===== src/rtl/pair_tlb_pkg.sv =====
package pair_tlb_pkg;
  localparam int REG_W       = 32;
  localparam int ASID_W      = 8;
  localparam int ATTR_W      = 3;
  localparam int PFN_LSB     = 6;
  localparam int PFN_W       = REG_W - PFN_LSB;
  localparam int FRAME_SHIFT = 12;
  localparam int PA_W        = PFN_W + FRAME_SHIFT;
  localparam int VPN_LSB     = 13;
  localparam logic [REG_W-1:0] MIN_MASK = REG_W'((1 << VPN_LSB) - 1);

  typedef struct packed {
    logic [PFN_W-1:0]  pfn;
    logic [ATTR_W-1:0] attr;
    logic              dirty;
    logic              valid;
  } half_t;

  typedef struct packed {
    logic [REG_W-1:0]  vpn;
    logic [ASID_W-1:0] asid;
    logic [REG_W-1:0]  mask;
    logic              glob;
    half_t             even;
    half_t             odd;
  } entry_t;

  function automatic half_t split_lo(input logic [REG_W-1:0] lo);
    half_t h;
    h.pfn   = lo[REG_W-1:PFN_LSB];
    h.attr  = lo[PFN_LSB-1:3];
    h.dirty = lo[2];
    h.valid = lo[1];
    return h;
  endfunction

  function automatic logic [REG_W-1:0] join_lo(input half_t h, input logic g);
    return {h.pfn, h.attr, h.dirty, h.valid, g};
  endfunction
endpackage


===== src/rtl/pair_tlb_entry.sv =====
module pair_tlb_entry
  import pair_tlb_pkg::*;
(
  input  logic              clk,
  input  logic              rst_n,
  input  logic              load,
  input  logic [REG_W-1:0]  hi_img,
  input  logic [REG_W-1:0]  mask_img,
  input  logic [REG_W-1:0]  lo0_img,
  input  logic [REG_W-1:0]  lo1_img,
  input  logic [REG_W-1:0]  va,
  input  logic [ASID_W-1:0] asid,
  output entry_t            ent,
  output logic              match
);
  logic [REG_W-1:0] eff_mask;

  always_ff @(posedge clk or negedge rst_n) begin
    if (!rst_n) begin
      ent <= '0;
    end else if (load) begin
      ent.vpn  <= hi_img & ~MIN_MASK;
      ent.asid <= hi_img[ASID_W-1:0];
      ent.mask <= mask_img;
      ent.glob <= lo0_img[0] & lo1_img[0];
      ent.even <= split_lo(lo0_img);
      ent.odd  <= split_lo(lo1_img);
    end
  end

  always_comb begin
    eff_mask = ent.mask | MIN_MASK;
    match    = ((va & ~eff_mask) == ent.vpn) && (ent.glob || (ent.asid == asid));
  end
endmodule


===== src/rtl/pair_tlb_pick.sv =====
module pair_tlb_pick #(
  parameter int N = 16
) (
  input  logic [N-1:0] req,
  output logic [N-1:0] grant,
  output logic         any
);
  logic [N:0] seen;
  assign seen[0] = 1'b0;

  for (genvar i = 0; i < N; i++) begin : g_chain
    assign grant[i]  = req[i] & ~seen[i];
    assign seen[i+1] = seen[i] | req[i];
  end

  assign any = seen[N];
endmodule


===== src/rtl/pair_tlb_xlate.sv =====
module pair_tlb_xlate
  import pair_tlb_pkg::*;
(
  input  entry_t           ent,
  input  logic             hit,
  input  logic [REG_W-1:0] va,
  input  logic             write,
  output logic [PA_W-1:0]  pa,
  output logic             invalid,
  output logic             modified,
  output logic             writable
);
  logic [REG_W-1:0] eff_mask;
  logic [REG_W-1:0] sel_bit;
  logic [REG_W-1:0] offset;
  logic             odd;
  half_t            half;

  always_comb begin
    eff_mask = ent.mask | MIN_MASK;
    sel_bit  = eff_mask & ~(eff_mask >> 1);
    odd      = |(va & sel_bit);
    half     = odd ? ent.odd : ent.even;
    offset   = va & (eff_mask >> 1);
    pa       = hit ? ({half.pfn, {FRAME_SHIFT{1'b0}}} | PA_W'(offset)) : '0;
    invalid  = hit & ~half.valid;
    modified = hit & half.valid & write & ~half.dirty;
    writable = hit & half.valid & half.dirty;
  end
endmodule


===== src/rtl/pair_tlb.sv =====
module pair_tlb
  import pair_tlb_pkg::*;
#(
  parameter int NUM_ENTRIES = 16,
  localparam int IDX_W = $clog2(NUM_ENTRIES)
) (
  input  logic              clk,
  input  logic              rst_n,
  input  logic              wr_en,
  input  logic [IDX_W-1:0]  wr_idx,
  input  logic [REG_W-1:0]  wr_hi,
  input  logic [REG_W-1:0]  wr_mask,
  input  logic [REG_W-1:0]  wr_lo0,
  input  logic [REG_W-1:0]  wr_lo1,
  input  logic [IDX_W-1:0]  rd_idx,
  output logic [REG_W-1:0]  rd_hi,
  output logic [REG_W-1:0]  rd_mask,
  output logic [REG_W-1:0]  rd_lo0,
  output logic [REG_W-1:0]  rd_lo1,
  input  logic [REG_W-1:0]  lk_va,
  input  logic [ASID_W-1:0] lk_asid,
  input  logic              lk_write,
  output logic              lk_hit,
  output logic              lk_miss,
  output logic [PA_W-1:0]   lk_pa,
  output logic              lk_invalid,
  output logic              lk_modified,
  output logic              lk_writable
);
  entry_t                 ents [NUM_ENTRIES];
  logic [NUM_ENTRIES-1:0] match_v;
  logic [NUM_ENTRIES-1:0] grant_v;
  logic                   any_match;
  entry_t                 sel_ent;
  entry_t                 rd_ent;

  for (genvar i = 0; i < NUM_ENTRIES; i++) begin : g_ent
    pair_tlb_entry u_ent (
      .clk      (clk),
      .rst_n    (rst_n),
      .load     (wr_en && (wr_idx == IDX_W'(i))),
      .hi_img   (wr_hi),
      .mask_img (wr_mask),
      .lo0_img  (wr_lo0),
      .lo1_img  (wr_lo1),
      .va       (lk_va),
      .asid     (lk_asid),
      .ent      (ents[i]),
      .match    (match_v[i])
    );
  end

  pair_tlb_pick #(.N(NUM_ENTRIES)) u_pick (
    .req   (match_v),
    .grant (grant_v),
    .any   (any_match)
  );

  always_comb begin
    sel_ent = '0;
    for (int i = 0; i < NUM_ENTRIES; i++) begin
      if (grant_v[i]) sel_ent = ents[i];
    end
  end

  pair_tlb_xlate u_xlate (
    .ent      (sel_ent),
    .hit      (any_match),
    .va       (lk_va),
    .write    (lk_write),
    .pa       (lk_pa),
    .invalid  (lk_invalid),
    .modified (lk_modified),
    .writable (lk_writable)
  );

  assign lk_hit  = any_match;
  assign lk_miss = ~any_match;

  always_comb begin
    rd_ent  = ents[rd_idx];
    rd_hi   = rd_ent.vpn | REG_W'(rd_ent.asid);
    rd_mask = rd_ent.mask;
    rd_lo0  = join_lo(rd_ent.even, rd_ent.glob);
    rd_lo1  = join_lo(rd_ent.odd, rd_ent.glob);
  end
endmodule


===== config.mk =====
export PLATFORM = sky130hd
export DESIGN_NAME = pair_tlb
export DESIGN_NICKNAME = d
export VERILOG_FILES = /design/src/rtl/pair_tlb_pkg.sv /design/src/rtl/pair_tlb_entry.sv /design/src/rtl/pair_tlb_pick.sv /design/src/rtl/pair_tlb_xlate.sv /design/src/rtl/pair_tlb.sv
export SDC_FILE = /design/constraint.sdc
export NUM_CORES = 2
export LEC_CHECK = 0
export BUFFER_PORTS_ARGS = -buffer_cell sky130_fd_sc_hd__buf_4
export CAP_MARGIN = 20
export CORE_ASPECT_RATIO = 1.4
export CORE_MARGIN = 2
export CORE_UTILIZATION = 50
export CTS_CLUSTER_DIAMETER = 60
export DETAILED_ROUTE_END_ITERATION = 7
export GPL_TIMING_DRIVEN = 1
export HOLD_SLACK_MARGIN = 0.06
export MAX_ROUTING_LAYER = met4
export PLACE_DENSITY = 0.62
export SETUP_SLACK_MARGIN = 0.4
export SLEW_MARGIN = 20
export SYNTH_ARGS = -nofsm -noshare
export SYNTH_HDL_FRONTEND = slang
export SYNTH_HIERARCHICAL = 1
export SYNTH_SLANG_ARGS = --single-unit

===== constraint.sdc =====
create_clock -name clk -period 13.15 [get_ports clk]
set_clock_uncertainty 0.05 [all_clocks]
set_input_delay 2.63 -clock clk [delete_from_list [all_inputs] [get_ports clk]]
set_output_delay 2.63 -clock clk [all_outputs]
set_load 0.03 [all_outputs]

==> flow_metrics.py <==
metrics = {
    "global_route": {
        "grt.total_usage_pct": 35.5,
        "grt_pass1_wl_um": 556000,
        "gr-total-overflow": 0,
        "grt_max_degree": 185,
        "grt_pass1_vias": 77500,
        "antenna_found_initial": 41,
    },
    "hold_path": {
        "min_path_cells": 1,
        "min_to": "g_ent[14].u_ent/ent[75]$_DFFE_PN0P_",
        "hold_class": "reg2reg",
        "min_from": "g_ent[14].u_ent/ent[75]$_DFFE_PN0P_",
    },
    "critical_path": {
        "reg2regPathDepth": 1,
        "reg2reg_from": "g_ent[14].u_ent/ent[84]$_DFFE_PN0P_",
        "end_kind": "output pin",
        "start_kind": "primary input",
        "r2r_setup_slack_ns": 12.24,
        "path_max_fanout": 26,
        "worst-setup-path-type": "in2out",
        "slowest_stage": "nor3_2",
        "cpMostUsedCell": "buf_4",
        "r2r_end": "g_ent[14].u_ent/ent[84]$_DFFE_PN0P_",
        "crit_chain": "buf_4 -> nand2b_1 -> xnor2_1 -> nor4_1 -> nand3_1 -> nor4_2 -> or4b_2 -> nor3_2 -> buf_4 -> nor4bb_1 -> a2111oi_0 -> o22ai_1 -> a41o_1 -> nand3b_1 -> nand4_1 -> or4_4 -> nor2_8 -> buf_4 -> mux2i_1 -> buf_4",
        "cpPeakStageDelay_ns": 0.70,
        "cp.required_ns": 10.47,
        "arrival_ns": 9.86,
    },
    "power": {
        "p_int_mw": 13.3,
        "pwr-share-seq_pct": 45.3,
        "pwr-share-comb_pct": 22.5,
        "power_switching_mw": 5.62,
        "ir_drop_v": 0.000133,
        "p_leak_nw": 48.4,
        "powerDensity_nw_per_um2": 159,
        "clkPwrFrac_pct": 32.2,
        "swShare_pct": 29.7,
    },
    "sta": {
        "layout_min_cycle_time_ns": 12.54,
        "final.setup.tns_ns": 0,
        "fmaxAchievable_ghz": 0.0797,
        "grt_setup_unrepaired": "no",
        "max_slew_margin_pct": 9.19,
        "hold_viol": 0,
        "worstMarginPinSlew_ns": 1.36,
        "setup_viol": 0,
        "final.period_utilization_pct": 95.4,
        "slew_viol_final": 0,
    },
    "synthesis": {
        "avgSynthCellArea_um2": 13.4,
        "synthCells": 8135,
        "mappedNetlistArea_um2": 109000,
        "yosys_warnings": 6,
    },
    "placement": {
        "portBuffers": 341,
        "gp_congestion": 0.950,
        "dpl_cell_area_um2": 112000,
        "detailed_place_hpwl_um": 227000,
    },
    "final_layout": {
        "final_area_um2": 119000,
        "largest-register": "g_ent.u_ent/ent",
        "reg_top3": "g_ent.u_ent/ent: 1952 flops",
        "drive_gt1_share_pct": 43.5,
        "largest_reg_flops": 1952,
        "final_common_cell": "dfrtp_1",
        "nNetsFinal": 8253,
        "synthToLayoutAreaGrowth_pct": 9.69,
        "mostFrequentLayoutCells": "dfrtp_1 (1,952), mux2_2 (1,936), mux4_2 (573)",
    },
    "cts": {
        "insertion_delay_ns": 0.84,
        "clock_path_buffers": 4,
        "clock-root-buffer": "clkbuf_16",
        "cts_inserted_buffers": 208,
        "clkSinkCount": 1952,
        "clkTransAtPathRegs_ns": 0.06,
        "htree_levels": 4,
        "post_cts_buffers": 0,
        "hold_buffers": 0,
        "cts_resized": 0,
        "cts_tree": "built",
    },
    "drt": {
        "viasPerCell": 6.82,
        "first_pass_iters": 6,
        "drc": 0,
        "detailedRoute.firstIterationViolations": 8331,
        "ant_nets": 0,
        "routedWlPerCell_um": 34.6,
        "drt_wl_total_um": 386000,
        "vias": 75900,
    },
    "floorplan": {
        "fp.dieH_um": 556,
        "start_util_pct": 50.3,
        "num_io_pins": 351,
        "rows": 202,
        "fp.dieW_um": 398,
        "core_area_um2": 216000,
        "die_area_um2": 222000,
    },
    "run_status": {
        "outcome": "completed",
    },
    "run": {
        "maxCapViolCount": 0,
    },
}
[final cells by class]
cell class / instances / area (µm²)
Tap cell: 2856 / 3570
Timing Repair Buffer: 494 / 4150
Sequential cell: 1952 / 48800
Inverter: 26 / 115
Clock inverter: 62 / 808
Clock buffer: 304 / 6120
Multi-Input combinational cell: 5391 / 55700
Antenna cell: 45 / 113
Fill cell: 18100 / 96900
[power groups by stage]
stage / Combinational, mW / Clock, mW / Sequential (mW)
after detailed placement: 4.23 / 0 / 8.67
after global routing: 4.49 / 6.42 / 8.78
after floorplan: 3.12 / 0 / 8.28
after global placement: 4.13 / 0 / 8.56
final: 4.25 / 6.10 / 8.58
after CTS: 4.24 / 6.18 / 8.56
[per-stage QoR]
stage	util [%]	hold slack (ns)	cells	setup slack [ns]	power, mW
floorplan	-	0.425	8327	3.20	11.4
global placement	51.9	0.433	10700	0.937	12.7
detailed placement	51.9	0.441	10700	0.916	12.9
CTS	55.1	0.454	11100	0.882	19.0
global route	55.2	0.460	11100	0.434	19.7
finish	55.2	0.451	11100	0.610	18.9
[how the worst max path moves through the flow]
stage | startpoint | to | slack [ns] | cells after the start
3_5_place_dp | lk_va[28] | lk_pa[30] | 0.92 | 20
3_3_place_gp | lk_va[28] | lk_pa[30] | 0.94 | 20
6_report | lk_va[19] | lk_pa[20] | 0.61 | 20
2_1_floorplan | lk_asid[1] | lk_pa[14] | 3.20 | 18
5_1_grt | lk_va[28] | lk_pa[17] | 0.43 | 20
4_1_cts | lk_va[28] | lk_pa[30] | 0.88 | 20
[routing by layer]
| layer | global-route usage, % | up-vias | share of wire (%) |
|---|---|---|---|
| li1 | - | 30600 | - |
| met1 | 45.9 | 40200 | 39 |
| met2 | 52.6 | 4036 | 45 |
| met3 | 8.68 | 1052 | 10 |
| met4 | 17.1 | 0 | 5.5 |
| met5 | - | - | 0 |
[worst max-delay path: cells and delay by family]
| family | cells | cell delay, ns |
|---|---|---|
| xor+xnor | 1 | 0.18 |
| mux | 1 | 0.61 |
| buf+inv | 4 | 1.32 |
| simple gates | 11 | 4.13 |
| compound gates | 3 | 0.93 |
Note: power is estimated with default switching activity, not from simulation.
